**config.mk**
```make
export PLATFORM = sky130hd
export DESIGN_NAME = dbg_data_watch
export DESIGN_NICKNAME = d
export VERILOG_FILES = /design/src/rtl/dwatch_pkg.sv /design/src/rtl/dwatch_regfile.sv /design/src/rtl/dwatch_pair_cmp.sv /design/src/rtl/dwatch_oneshot.sv /design/src/rtl/dbg_data_watch.sv
export SDC_FILE = /design/constraint.sdc
export NUM_CORES = 1
export LEC_CHECK = 0
export ABC_AREA = 0
export BUFFER_PORTS_ARGS = -buffer_cell sky130_fd_sc_hd__buf_2
export CAP_MARGIN = 20
export CORE_ASPECT_RATIO = 0.6
export CORE_MARGIN = 4
export CORE_UTILIZATION = 50
export DETAILED_ROUTE_END_ITERATION = 6
export PLACE_DENSITY = 0.67
export SLEW_MARGIN = 25
export SYNTH_ARGS = -nofsm -noshare
export SYNTH_HDL_FRONTEND = slang
export SYNTH_SLANG_ARGS = --single-unit
```
**constraint.sdc**
```tcl
create_clock -name clk -period 4.1 [get_ports clk]
set_clock_uncertainty 0.2 [all_clocks]
set_input_delay 0.615 -clock clk [delete_from_list [all_inputs] [get_ports clk]]
set_output_delay 0.615 -clock clk [all_outputs]
set_load 0.05 [all_outputs]
```
**src/rtl/dwatch_pkg.sv**
```systemverilog
package dwatch_pkg;

    localparam int WORD_W  = 64;
    localparam int AMASK_W = 56;
    localparam int PLM_W   = 4;
    localparam int PL_W    = 2;
    localparam int RPT_W   = 4;
    localparam int HIGH_W  = WORD_W - AMASK_W;

    // Control word of a watch pair, most significant field first.
    typedef struct packed {
        logic               rd_en;
        logic               wr_en;
        logic [1:0]         rsvd;
        logic [PLM_W-1:0]   plm;
        logic [AMASK_W-1:0] amask;
    } bp_ctl_t;

    typedef struct packed {
        logic [WORD_W-1:0] base;
        bp_ctl_t           ctl;
    } bp_pair_t;

    // Low bits compared under mask, high bits always compared.
    function automatic logic addr_hit(input logic [WORD_W-1:0]  base,
                                      input logic [WORD_W-1:0]  addr,
                                      input logic [AMASK_W-1:0] amask);
        logic [WORD_W-1:0] diff;
        diff = base ^ addr;
        return ((diff[AMASK_W-1:0] & amask) == '0) &&
               (diff[WORD_W-1:AMASK_W] == '0);
    endfunction

    function automatic logic kind_ok(input logic rd_en, input logic wr_en,
                                     input logic is_write);
        return is_write ? wr_en : rd_en;
    endfunction

    function automatic logic plm_ok(input logic [PLM_W-1:0] plm,
                                    input logic [PL_W-1:0]  pl);
        return plm[pl];
    endfunction

endpackage

```
**src/rtl/dwatch_regfile.sv**
```systemverilog
module dwatch_regfile import dwatch_pkg::*; #(
    parameter int NUM_PAIRS = 6,
    localparam int NUM_WORDS = 2 * NUM_PAIRS,
    localparam int IDX_W     = $clog2(NUM_WORDS)
) (
    input  logic                           clk,
    input  logic                           rst,
    input  logic                           we_i,
    input  logic [IDX_W-1:0]               idx_i,
    input  logic [WORD_W-1:0]              wdata_i,
    output bp_pair_t [NUM_PAIRS-1:0]       pairs_o
);

    localparam logic [IDX_W:0] WORD_LIM = (IDX_W+1)'(NUM_WORDS);

    logic [WORD_W-1:0] word_q [NUM_WORDS];

    always_ff @(posedge clk) begin
        if (rst) begin
            for (int k = 0; k < NUM_WORDS; k++) begin
                word_q[k] <= '0;
            end
        end else if (we_i && ({1'b0, idx_i} < WORD_LIM)) begin
            word_q[idx_i] <= wdata_i;
        end
    end

    for (genvar p = 0; p < NUM_PAIRS; p++) begin : g_pair
        assign pairs_o[p].base = word_q[2*p];
        assign pairs_o[p].ctl  = bp_ctl_t'(word_q[2*p+1]);
    end

endmodule

```
**src/rtl/dwatch_pair_cmp.sv**
```systemverilog
module dwatch_pair_cmp import dwatch_pkg::*; (
    input  bp_pair_t          pair_i,
    input  logic [WORD_W-1:0] addr_i,
    input  logic              write_i,
    input  logic [PL_W-1:0]   pl_i,
    output logic              hit_o
);

    logic [1:0] unused_rsvd;
    assign unused_rsvd = pair_i.ctl.rsvd;

    always_comb begin
        hit_o = addr_hit(pair_i.base, addr_i, pair_i.ctl.amask) &&
                kind_ok(pair_i.ctl.rd_en, pair_i.ctl.wr_en, write_i) &&
                plm_ok(pair_i.ctl.plm, pl_i);
    end

endmodule

```
**src/rtl/dwatch_oneshot.sv**
```systemverilog
module dwatch_oneshot (
    input  logic clk,
    input  logic rst,
    input  logic arm_i,
    input  logic done_i,
    output logic armed_o
);

    always_ff @(posedge clk) begin
        if (rst) begin
            armed_o <= 1'b0;
        end else if (arm_i) begin
            armed_o <= 1'b1;
        end else if (done_i) begin
            armed_o <= 1'b0;
        end
    end

endmodule

```
**src/rtl/dbg_data_watch.sv**
```systemverilog
module dbg_data_watch import dwatch_pkg::*; #(
    parameter int NUM_PAIRS = 6,
    localparam int IDX_W = $clog2(2 * NUM_PAIRS)
) (
    input  logic              clk,
    input  logic              rst,
    input  logic              cfg_we,
    input  logic [IDX_W-1:0]  cfg_idx,
    input  logic [WORD_W-1:0] cfg_wdata,
    input  logic              acc_valid,
    input  logic [WORD_W-1:0] acc_addr,
    input  logic              acc_write,
    input  logic [PL_W-1:0]   acc_pl,
    input  logic              acc_qp,
    input  logic              acc_spec,
    input  logic              dbg_enable,
    input  logic              defer_spec,
    input  logic              skip_arm,
    input  logic              acc_done,
    output logic              bp_fault,
    output logic              bp_defer,
    output logic [RPT_W-1:0]  bp_status
);

    bp_pair_t [NUM_PAIRS-1:0] pairs;
    logic [NUM_PAIRS-1:0]     raw_hit;
    logic [NUM_PAIRS-1:0]     matched;
    logic                     skip_armed;
    logic                     qualify;
    logic                     any_hit;
    logic                     take_defer;

    dwatch_regfile #(.NUM_PAIRS(NUM_PAIRS)) u_regs (
        .clk     (clk),
        .rst     (rst),
        .we_i    (cfg_we),
        .idx_i   (cfg_idx),
        .wdata_i (cfg_wdata),
        .pairs_o (pairs)
    );

    for (genvar p = 0; p < NUM_PAIRS; p++) begin : g_cmp
        dwatch_pair_cmp u_cmp (
            .pair_i  (pairs[p]),
            .addr_i  (acc_addr),
            .write_i (acc_write),
            .pl_i    (acc_pl),
            .hit_o   (raw_hit[p])
        );
    end

    dwatch_oneshot u_skip (
        .clk     (clk),
        .rst     (rst),
        .arm_i   (skip_arm),
        .done_i  (acc_done),
        .armed_o (skip_armed)
    );

    always_comb begin
        qualify    = acc_valid && dbg_enable && acc_qp && !skip_armed;
        matched    = raw_hit & {NUM_PAIRS{qualify}};
        any_hit    = |matched;
        take_defer = defer_spec && acc_spec && !acc_write;
    end

    always_ff @(posedge clk) begin
        if (rst) begin
            bp_fault  <= 1'b0;
            bp_defer  <= 1'b0;
            bp_status <= '0;
        end else begin
            bp_fault  <= any_hit && !take_defer;
            bp_defer  <= any_hit && take_defer;
            bp_status <= matched[RPT_W-1:0];
        end
    end

endmodule

```
Yosys cells after proc, flatten, opt, wreduce, memory -nomap -nowiden
Memories as Yosys holds them, arrays and structs flattened.
Cells that the tools add are included.
{"block": "op_classes", "addsub": 0, "mul": 0, "div": 0, "n_lt_le_gt_ge": 2, "eq_ne": 0, "n_shift": 0, "mux": 28, "n_bitwise": 13, "n_reduce_logical": 44}
{"cell": "XOR 64 bit", "n": 6}
{"cell": "AND 56 bit", "n": 6}
{"cell": "zero test 56 bit", "n": 6}
{"cell": "two-way mux 64 bit", "n": 1}
{"cell": "OR reduction 64 bit", "n": 1}
{"cell": "zero test 8 bit", "n": 6}
{"cell": "logical AND 1 bit", "n": 26}
{"cell": "two-way mux 1 bit", "n": 20}
{"cell": "binary-select mux 1 bit (select 2 bit)", "n": 6}
{"cell": "AND 6 bit", "n": 1}
{"cell": "OR reduction 6 bit", "n": 1}
{"cell": "< comparator 4 bit (second input constant)", "n": 1}
{"cell": "two-way mux 4 bit", "n": 1}
{"cell": "zero test 1 bit", "n": 3}
{"cell": "< comparator 2 x 3 -> 1 bit (second input constant)", "n": 1}
{"cell": "nonzero test 2 bit", "n": 1}
{"block": "word_totals", "regBits": 7, "latchBits": 0, "mem_bits_rw": 768, "mem_bits_ro": 0, "input_bits": 145, "out_inout_bits": 6, "wordCells": 92, "n_memories": 1}
{"memory": "u_regs.word_q", "depth": 12, "word_bits": 64, "rd": 12, "rd_ports_with_merged_regs": 0, "wr": 12, "line_no": "dwatch_regfile.sv:16", "text": "logic [WORD_W-1:0] word_q [NUM_WORDS];"}

Depth between registers and ports, before layout
Gate-level depths: netlist of run 1.
{"block": "logic_depth", "depth_word": 9, "ltp_mapped": 8}

By module
Synthesis of run 1 repeated with hierarchy kept, for this count alone.
{"block": "unflattened", "hier_cells": 2493, "hier_area_um2": 34418.0}
{"module": "dwatch_regfile", "instances": 1, "cells_each": 1858, "area_per_inst_um2": 28706.3, "seq_area_each_um2": 23062.1}
{"module": "dwatch_pair_cmp", "instances": 6, "cells_each": 102, "area_per_inst_um2": 910.9, "seq_area_each_um2": 0.0}
{"module": "dbg_data_watch", "instances": 1, "cells_each": 19, "area_per_inst_um2": 207.7, "seq_area_each_um2": 120.1}
{"module": "dwatch_oneshot", "instances": 1, "cells_each": 4, "area_per_inst_um2": 38.8, "seq_area_each_um2": 20.0}

Worst setup path after synthesis of run 1
Ideal clock, no wire load.
{"block": "synth_timing", "kind": "input port to flip-flop", "startpoint": "input port rst", "endpoint": "memory u_regs.word_q[4][0] (enable)", "setup_ns": 0.394, "arrival_time_ns": 2.457, "t_required_ns": 3.506, "slack_ns": 1.049, "cell_stages": 5, "n_path_buf": 1, "path_cell_list": "nand2b_1 > or3b_1 > nor3_1 > clkbuf_1 > or2_2"}
{"item": "start: declaration", "line_no": "dbg_data_watch.sv:6", "text": "input logic rst,"}
{"item": "end: declaration", "line_no": "dwatch_regfile.sv:16"}

==> results of run 1 <==
==> per-layer routing <==
| metal | up-vias | global-route usage, % | wire length [um] |
|---|---|---|---|
| met4 | 0 | 7.01 | 2510 |
| met1 | 10313 | 44.9 | 44700 |
| met5 | - | 0 | 0 |
| met2 | 1276 | 40.7 | 43900 |
| li1 | 8531 | - | - |
| met3 | 149 | 8.49 | 14700 |
==> cell usage in the layout (no fill, tap or decap), drive strengths merged, types with 15 or more instances in the layout <==
cell type and instances:
a221oi 69, a22o 70, a22oi 15, and2 756, buf 205, clkbuf 97
clkinv 21, edfxtp 756, nand4 26, xor2 376
==> per-stage QoR <==
stage | worst slack (ns) | std cells | hold WS (ns) | total power [mW]
after floorplan | 1.05 | 2395 | 0.242 | 10.0
after global placement | 0.359 | 3291 | 0.254 | 10.8
after detailed placement | 0.362 | 3291 | 0.265 | 10.8
after CTS | 0.737 | 3422 | 0.0557 | 17.6
after global routing | 0.453 | 3423 | 0.0930 | 18.0
final | 0.594 | 3424 | 0.0840 | 17.5
==> worst min-delay path, delay by kind of cell <==
kind / cells / cell delay (ns)
AOI/OAI and AO/OA: 1 / 0.05
and+or+nand+nor: 1 / 0.07
buffers and inverters: 2 / 0.14
==> power breakdown <==
group	switching, mW	internal [mW]	leakage, nW
combinational	1.08	0.462	5.54
sequential	0.163	9.01	7.27
clock	2.93	3.90	1.15
total	4.17	13.4	14.0
==> flip-flops by register name (all words and copies together), names as in the netlist <==
signal / flops
u_regs.word_q: 756
bp_defer: 1
bp_fault: 1
bp_status: 4
u_skip.armed_o: 1
==> final timing paths <==
check	to	slack (ns)	depth (start not counted)
setup reg to reg	bp_defer$_SDFF_PP0_	0.59	7
hold / removal	u_skip.armed_o$_SDFFE_PP0P_	0.08	4
hold reg to reg	u_skip.armed_o$_SDFFE_PP0P_	0.28	2
setup / recovery	bp_defer$_SDFF_PP0_	0.59	7
==> cell families (layout without fill, tap and decap cells) <==
family | count (synthesis) | in the layout | synth area share (%)
flops | 763 | 763 | 67.1
simple gates | 853 | 853 | 15.7
buf+inv | 210 | 337 | 2.42
xor+xnor | 384 | 384 | 9.88
other cells | 0 | 2 | 0
compound gates | 173 | 173 | 4.38
mux | 12 | 12 | 0.540
==> repair_timing <==
action / in CTS / in global routing
gates resized for setup: 0 / 0
hold endpoints to repair: 1 / 0
hold buffers: 1 / 0
endpoints found under the setup margin: 0 / 0
==> cell type report <==
type,instances,area [sq um]
fill,5261,28700
sequential,763,22800
multi-input combinational,1422,10500
clock buffer,97,2010
timing repair buffer,206,1340
tap,900,1130
clock inverter,33,345
antenna,2,5.00
inverter,1,3.75
==> results.json, run 1 <==
{
  "drive_above_1_share_pct": 13.6,
  "cts-htree-levels": 3,
  "clock_latency_ns": 0.63,
  "worstPathRequired_ns": 4.43,
  "drt_pass1_iterations": 5,
  "async_reset_ff_share_pct": 0,
  "area_growth_pct": 12.1,
  "ys_seq_area_share_pct": 67.1,
  "slew_viol_final": 0,
  "cts_tree": "built",
  "cp-startpoint": "u_regs.word_q[4][56]$_SDFFCE_PN0P_",
  "synth_top_area_cell": "edfxtp_1",
  "first_global_vias": 19354,
  "cp_common_cell": "nand4_1",
  "via_count": 20269,
  "worst-path-buf-inv": 0,
  "synthDistinctLibCells": 41,
  "fmax_mhz": 285,
  "drv_cap": 0,
  "die_w_um": 345,
  "syn_inst": 2395,
  "core_sq_um": 66900,
  "cts_setup_buffers": 0,
  "design_area_sq_um": 38200,
  "crit_type": "reg2reg",
  "critical_path.cell_chain": "xnor2_1 -> nand4_1 -> a2111oi_0 -> nand4_1 -> nor4_1 -> a2111oi_1 -> a2111oi_2",
  "syn_area_sq_um": 34000,
  "synthFlopType": "edfxtp_1",
  "nNetsFinal": 2611,
  "routedWlPerCell_um": 30.9,
  "worstMarginPinSlew_ns": 1.14,
  "synth_warnings": 0,
  "viasPerCell": 5.92,
  "dp_hpwl_um": 68600,
  "ant_nets": 0,
  "synth_commonest_cells": "756 x and2_1, 756 x edfxtp_1, 376 x xor2_1, 195 x clkbuf_1, 70 x a22o_1",
  "worst-path-max-fanout": 2,
  "synth.avg_cell_area_sq_um": 14.2,
  "port_buffers": 150,
  "fp.dieH_um": 210,
  "cp-start-kind": "flip-flop",
  "dieArea_sq_um": 72500,
  "rsz0062_at_grt": "false",
  "timing.setup.tns_ns": 0,
  "min_period_ns": 3.51,
  "grt_use_total_pct": 29.2,
  "synthTopCellsByArea": "edfxtp_1 67%, and2_1 14%, xor2_1 9.7%, clkbuf_1 2.1%, a22o_1 1.8%",
  "placed_area_sq_um": 35800,
  "antenna_found_initial": 6,
  "synth_fp_nets": 2540,
  "slowest_stage": "a2111oi_0",
  "grt_max_degree": 65,
  "maxSlewHeadroom_pct": 21.7,
  "synth-seq-cells": 763,
  "hold_viol": 0,
  "gr-total-overflow": 0,
  "grt_pass1_wl_um": 147000,
  "arrival_ns": 3.83,
  "min_path_type": "in2reg",
  "power.leakage_nw": 14.0,
  "cts_root_buffer": "clkbuf_16",
  "yosysTopAreaCellShare_pct": 66.7,
  "status": "finished clean",
  "vdd_drop_max_mv": 0.317,
  "clk_pin_slew_ns": 0.06,
  "powerDensity_nw_per_um2": 460,
  "clockBufferDepth": 3,
  "final_core_util_pct": 57.1,
  "finalCritPeriodShare_pct": 85.5,
  "drc": 0,
  "cts.sinks": 763,
  "io_pins": 151,
  "path_delay_family": "compound AO/OA/AOI/OAI gates",
  "synth_edf_count": 756,
  "setup_viol": 0,
  "drtIter0Drc": 2865,
  "max_stage_delay_ns": 1.00,
  "hold_path.startpoint": "acc_done",
  "drt_wl_total_um": 106000,
  "r2r-start": "u_regs.word_q[4][56]$_SDFFCE_PN0P_",
  "gp_congestion": 0.881,
  "numCtsBuffers": 72,
  "initial_core_util_pct": 50.9,
  "end_kind": "flip-flop",
  "rows": 73
}
No activity file was read; power rests on OpenSTA's default activity.
==> run 2: changes to the inputs <==
Settings changed: ABC_AREA 0 to not set, CORE_UTILIZATION 50 to 60, PLACE_DENSITY 0.67 to 0.78.
==> run 2 against run 1 <==
Compared with the run above:
- flip-flop and latch count unchanged
- critical path depth shrank 1
- global-route usage up 3.8 points
- via count is 0.35% higher
- clock power fell by 8.5%
- critical endpoint unchanged
- maximum frequency up 7.8%
- final area fell by 1.3%
- total power decreased by 3.7%
- combinational power shrank 5%
- register-to-register slack better by 0.25 ns
- utilization grew 10 points
==> results.json, run 2 (synthesized netlist as in run 1, its figures left out) <==
{
  "fill_cells": 3875,
  "grt_use_total_pct": 33.0,
  "drt_pass1_iterations": 5,
  "routedWlPerCell_um": 30.4,
  "cts-htree-levels": 3,
  "drive_above_1_share_pct": 13.2,
  "critical_path.cell_chain": "nand4b_1 -> a2111oi_1 -> nand4_1 -> nor4_1 -> a2111oi_1 -> a2111oi_2",
  "cts.sinks": 763,
  "antenna_found_initial": 6,
  "total_power_mw": 16.9,
  "final_core_util_pct": 67.2,
  "maxSlewHeadroom_pct": 28.1,
  "crit_type": "reg2reg",
  "end_kind": "flip-flop",
  "power.leakage_nw": 13.8,
  "powerDensity_nw_per_um2": 449,
  "cts_setup_buffers": 0,
  "die_w_um": 316,
  "nNetsFinal": 2601,
  "fp.dieH_um": 193,
  "pwr-share-seq_pct": 54.3,
  "reg_top3": "u_regs.word_q (756), bp_status (4)",
  "hold_viol": 0,
  "via_count": 20340,
  "grt_pass1_wl_um": 141000,
  "min_path_type": "in2reg",
  "pwr-share-clk_pct": 37.0,
  "status": "finished clean",
  "finalCritPeriodShare_pct": 79.3,
  "clock_latency_ns": 0.61,
  "setup_viol": 0,
  "min_period_ns": 3.25,
  "max_stage_delay_ns": 1.01,
  "dp_hpwl_um": 64900,
  "gp_congestion": 0.917,
  "viasPerCell": 6.23,
  "slew_viol_final": 0,
  "layout_common_cells": "756 x and2_1, 756 x edfxtp_1, 376 x xor2_1, 150 x buf_2, 72 x clkbuf_16",
  "cp-start-kind": "flip-flop",
  "timing.setup.tns_ns": 0,
  "slowest_stage": "a2111oi_1",
  "rsz0062_at_grt": "false",
  "gr-total-overflow": 0,
  "clockBufferDepth": 3,
  "vdd_drop_max_mv": 0.324,
  "arrival_ns": 3.53,
  "worstPathRequired_ns": 4.38,
  "layout_setup_ws_ns": 0.848,
  "worst-path-max-fanout": 5,
  "hold_buffers": 0,
  "drt_wl_total_um": 99400,
  "clk_pin_slew_ns": 0.06,
  "area_growth_pct": 10.6,
  "p_comb_share_pct": 8.7,
  "drv_cap": 0,
  "cts_tree": "built",
  "grt_max_degree": 65,
  "dp_slack_ns": 0.582,
  "first_global_vias": 19764,
  "rows": 67,
  "largest-register": "u_regs.word_q",
  "numCtsBuffers": 69,
  "core_sq_um": 56000,
  "p_int_mw": 12.8,
  "dieArea_sq_um": 60700,
  "seqCellArea_sq_um": 22800,
  "io_pins": 151,
  "reg2reg_setup_slack_ns": 0.85,
  "ant_nets": 0,
  "drtIter0Drc": 3226,
  "cts_resized": 0,
  "initial_core_util_pct": 60.8,
  "worstMarginPinSlew_ns": 1.08,
  "cts_root_buffer": "clkbuf_16",
  "cp_common_cell": "a2111oi_1",
  "fmax_mhz": 307,
  "port_buffers": 150,
  "switching_share_pct": 24.0,
  "largest_reg_flops": 756,
  "multiInputGateArea_sq_um": 10500,
  "drc": 0,
  "netSwitchingPower_mw": 4.06
}
[run 2: cell count changes in the layout (fill, tap and decap cells not counted), sizes merged]
cell	change
buf	-6
clkbuf	-11
bufinv	-5
dlygate4sd3	-1
diode	-1
clkinv	+9
clkinvlp	-1
[run 2: final cells by class]
class                      instances  share of cell area [%]
timing repair buffer             199                    3.30
clock buffer                      86                    4.98
clock inverter                    36                   0.625
antenna                            1                 0.00665
sequential                       763                    60.7
multi-input combinational       1422                    27.9
inverter                           1                 0.00997
tap                              759                    2.52
[run 2: path summary, 6_finish.rpt]
| path | start | to | depth (start not counted) |
|---|---|---|---|
| setup / recovery | u_skip.armed_o$_SDFFE_PP0P_ | bp_defer$_SDFF_PP0_ | 6 |
| hold / removal | skip_arm | u_skip.armed_o$_SDFFE_PP0P_ | 3 |
| setup reg to reg | u_skip.armed_o$_SDFFE_PP0P_ | bp_defer$_SDFF_PP0_ | 6 |
| hold reg to reg | u_skip.armed_o$_SDFFE_PP0P_ | u_skip.armed_o$_SDFFE_PP0P_ | 2 |
[run 2: critical path, delay by kind of cell, from the launching register on]
| kind | cells | cell delay [ns] |
|---|---|---|
| simple gates | 3 | 1.03 |
| compound gates | 3 | 1.61 |
| flops | 1 | 0.31 |
[run 2: layer usage]
layer | wire (um) | vias up | GRT usage, %
li1 | - | 8502 | -
met1 | 39600 | 10186 | 49.7
met2 | 41600 | 1446 | 46.6
met3 | 15200 | 202 | 9.99
met4 | 3060 | 4 | 9.77
met5 | 27 | - | 0
[run 2: power groups by stage]
| stage | Combinational (mW) | Sequential, mW | Clock (mW) |
|---|---|---|---|
| after floorplan | 0.739 | 9.30 | 0 |
| after global placement | 1.40 | 9.32 | 0 |
| after detailed placement | 1.42 | 9.34 | 0 |
| after CTS | 1.43 | 9.18 | 6.26 |
| after global routing | 1.52 | 9.21 | 6.59 |
| final | 1.47 | 9.17 | 6.25 |
[run 2: through the flow]
step                hold WS (ns)  cell area [sq um]  instances
global placement           0.254              35500       3144
floorplan                  0.242              34000       2395
CTS                       0.0262              37600       3266
global route              0.0453              37600       3266
detailed placement         0.277              35500       3144
finish                    0.0402              37700       3267
==> run 3: changes to the inputs <==
Settings changed: CORE_UTILIZATION 60 to 56, PLACE_DENSITY 0.78 to 0.76.
Clock period 4.1 ns to 2.7 ns, I/O delays scaled along.
==> run 3 against run 2 <==
Compared with the run above:
- maximum frequency is 21% higher
- register-to-register slack worse by 0.85 ns
- flip-flop and latch count stayed put
- total power is 54% higher
- non-clock buffer count is 165 higher
- final area is 5.2% higher
==> results.json, run 3 (synthesized netlist as in run 1, its figures left out) <==
{
  "r2r-start": "u_regs.word_q[6][59]$_SDFFCE_PN0P_",
  "routedWlPerCell_um": 29.8,
  "pwr-share-clk_pct": 36.4,
  "drt_pass1_iterations": 5,
  "min_period_ns": 2.70,
  "grt_use_total_pct": 32.2,
  "slew_viol_final": 0,
  "timing.setup.tns_ns": 0,
  "numCtsBuffers": 69,
  "largest-register": "u_regs.word_q",
  "multiInputGateArea_sq_um": 10600,
  "cts_tree": "built",
  "viasPerCell": 5.99,
  "cts-htree-levels": 3,
  "grt_pass1_wl_um": 147000,
  "fill_cells": 4156,
  "finalCritPeriodShare_pct": 100,
  "gr-total-overflow": 0,
  "drc": 0,
  "design_area_sq_um": 39600,
  "power.leakage_nw": 14.8,
  "gp_congestion": 0.989,
  "n_antenna_cell": 0,
  "hold_viol": 0,
  "whs_ns": 0.0243,
  "worst_hold_path.num_cells": 2,
  "clk_pin_slew_ns": 0.07,
  "initial_core_util_pct": 57.1,
  "io_pins": 151,
  "vdd_drop_max_mv": 0.506,
  "placed_area_sq_um": 37200,
  "crit_path_end": "bp_defer$_SDFF_PP0_",
  "drv_cap": 0,
  "fmax_mhz": 371,
  "worstMarginPinSlew_ns": 0.672,
  "clock_latency_ns": 0.62,
  "layout_common_cells": "756 x and2_1, 756 x edfxtp_1, 374 x xor2_1, 156 x buf_4, 150 x buf_2",
  "min_path_type": "in2reg",
  "antenna_found_initial": 9,
  "status": "finished clean",
  "worstRegToRegCells": 7,
  "maxSlewHeadroom_pct": 55.2,
  "rows": 69,
  "rsz0062_at_grt": "true",
  "ant_nets": 0,
  "end_kind": "flip-flop",
  "seqCellArea_sq_um": 22800,
  "cp-startpoint": "u_regs.word_q[6][59]$_SDFFCE_PN0P_",
  "port_buffers": 150,
  "core_sq_um": 59700,
  "netSwitchingPower_mw": 6.28,
  "grt_max_degree": 65,
  "dp_hpwl_um": 70800,
  "via_count": 20912,
  "drt_wl_total_um": 104000,
  "clockBufferDepth": 3,
  "crit_type": "reg2reg",
  "switching_share_pct": 24.1,
  "area_growth_pct": 16.3,
  "arrival_ns": 3.01,
  "critical_path.cell_chain": "xor2_1 -> nor4_2 -> nand4_1 -> or3_4 -> nor4_4 -> a2111oi_4 -> a2111oi_2",
  "largest_reg_flops": 756,
  "reg_top3": "u_regs.word_q (756), bp_status (4)",
  "fp.dieH_um": 199,
  "p_comb_share_pct": 10.2,
  "slowest_stage": "or3_4",
  "r2r_end": "bp_defer$_SDFF_PP0_",
  "drive_above_1_share_pct": 18.7,
  "drtIter0Drc": 3180,
  "total_power_mw": 26.1,
  "worst-path-max-fanout": 2,
  "cts_root_buffer": "clkbuf_16",
  "max_stage_delay_ns": 0.48,
  "pwr-share-seq_pct": 53.5,
  "p_int_mw": 19.8,
  "powerDensity_nw_per_um2": 658,
  "nNetsFinal": 2766,
  "setup_viol": 0,
  "dieArea_sq_um": 64900,
  "cp-start-kind": "flip-flop",
  "reg2reg_setup_slack_ns": 0.001,
  "die_w_um": 326,
  "first_global_vias": 20501,
  "cts.sinks": 763,
  "worstPathRequired_ns": 3.01
}
## run 3: power by group through the flow
stage | Sequential [mW] | Combinational (mW) | Clock (mW)
2_1_floorplan | 14.1 | 1.13 | 0
3_3_place_gp | 14.1 | 2.47 | 0
3_5_place_dp | 14.2 | 2.51 | 0
4_1_cts | 13.9 | 2.55 | 9.53
5_1_grt | 14.0 | 2.74 | 10.0
6_report | 13.9 | 2.65 | 9.49
## run 3: layout make-up
type,count,area share [%]
Tap cell,816,2.58
Inverter,1,0.00948
Timing Repair Buffer,364,7.56
Clock buffer,93,4.70
Sequential cell,763,57.7
Clock inverter,30,0.607
Multi-Input combinational cell,1422,26.9
## run 3: how the worst min path moves through the flow
stage / endpoint / slack [ns] / start
floorplan: u_skip.armed_o$_SDFFE_PP0P_ / 0.24 / u_skip.armed_o$_SDFFE_PP0P_
global placement: u_skip.armed_o$_SDFFE_PP0P_ / 0.26 / u_skip.armed_o$_SDFFE_PP0P_
detailed placement: u_skip.armed_o$_SDFFE_PP0P_ / 0.28 / u_skip.armed_o$_SDFFE_PP0P_
CTS: u_regs.word_q[6][50]$_SDFFCE_PN0P_ / 0.004 / cfg_wdata[50]
global route: u_regs.word_q[5][50]$_SDFFCE_PN0P_ / 0.06 / cfg_wdata[50]
finish: u_regs.word_q[6][50]$_SDFFCE_PN0P_ / 0.02 / cfg_wdata[50]
## run 3: worst max-delay path: cells and delay by family (launching register included)
family                    cells  cell delay [ns]
and+or+nand+nor               4             1.42
AOI/OAI and AO/OA             2             0.43
DFF                           1             0.38
xor gates and xnor gates      1             0.17
## run 3: routing by layer
layer	share of wire (%)	vias to the layer above	global-route usage [%]	wire length, um
met5	0.036	-	0	37
met4	2.7	6	8.42	2860
met3	17	176	13.6	17300
met2	42	1424	46.5	44200
met1	38	10461	45.4	39700
li1	-	8845	-	-
## run 3: repair_timing
| action | CTS | global route |
|---|---|---|
| buffers inserted | 2 | 0 |
| resized for setup | 7 | 16 |
| endpoints found under the setup margin | 2 | 2 |
| hold buffers | 9 | 0 |
| hold endpoints to repair | 16 | 0 |
| gates cloned | 0 | 0 |
| pin swaps | 4 | 8 |
## run 3: metrics by stage
stage	setup WS [ns]	cells	utilization, %
2_1_floorplan	0.0191	2395	-
3_3_place_gp	-0.392	3355	62.4
3_5_place_dp	-0.447	3355	62.4
4_1_cts	-0.0155	3489	66.2
5_1_grt	-0.0909	3489	66.4
6_report	0.00125	3489	66.4
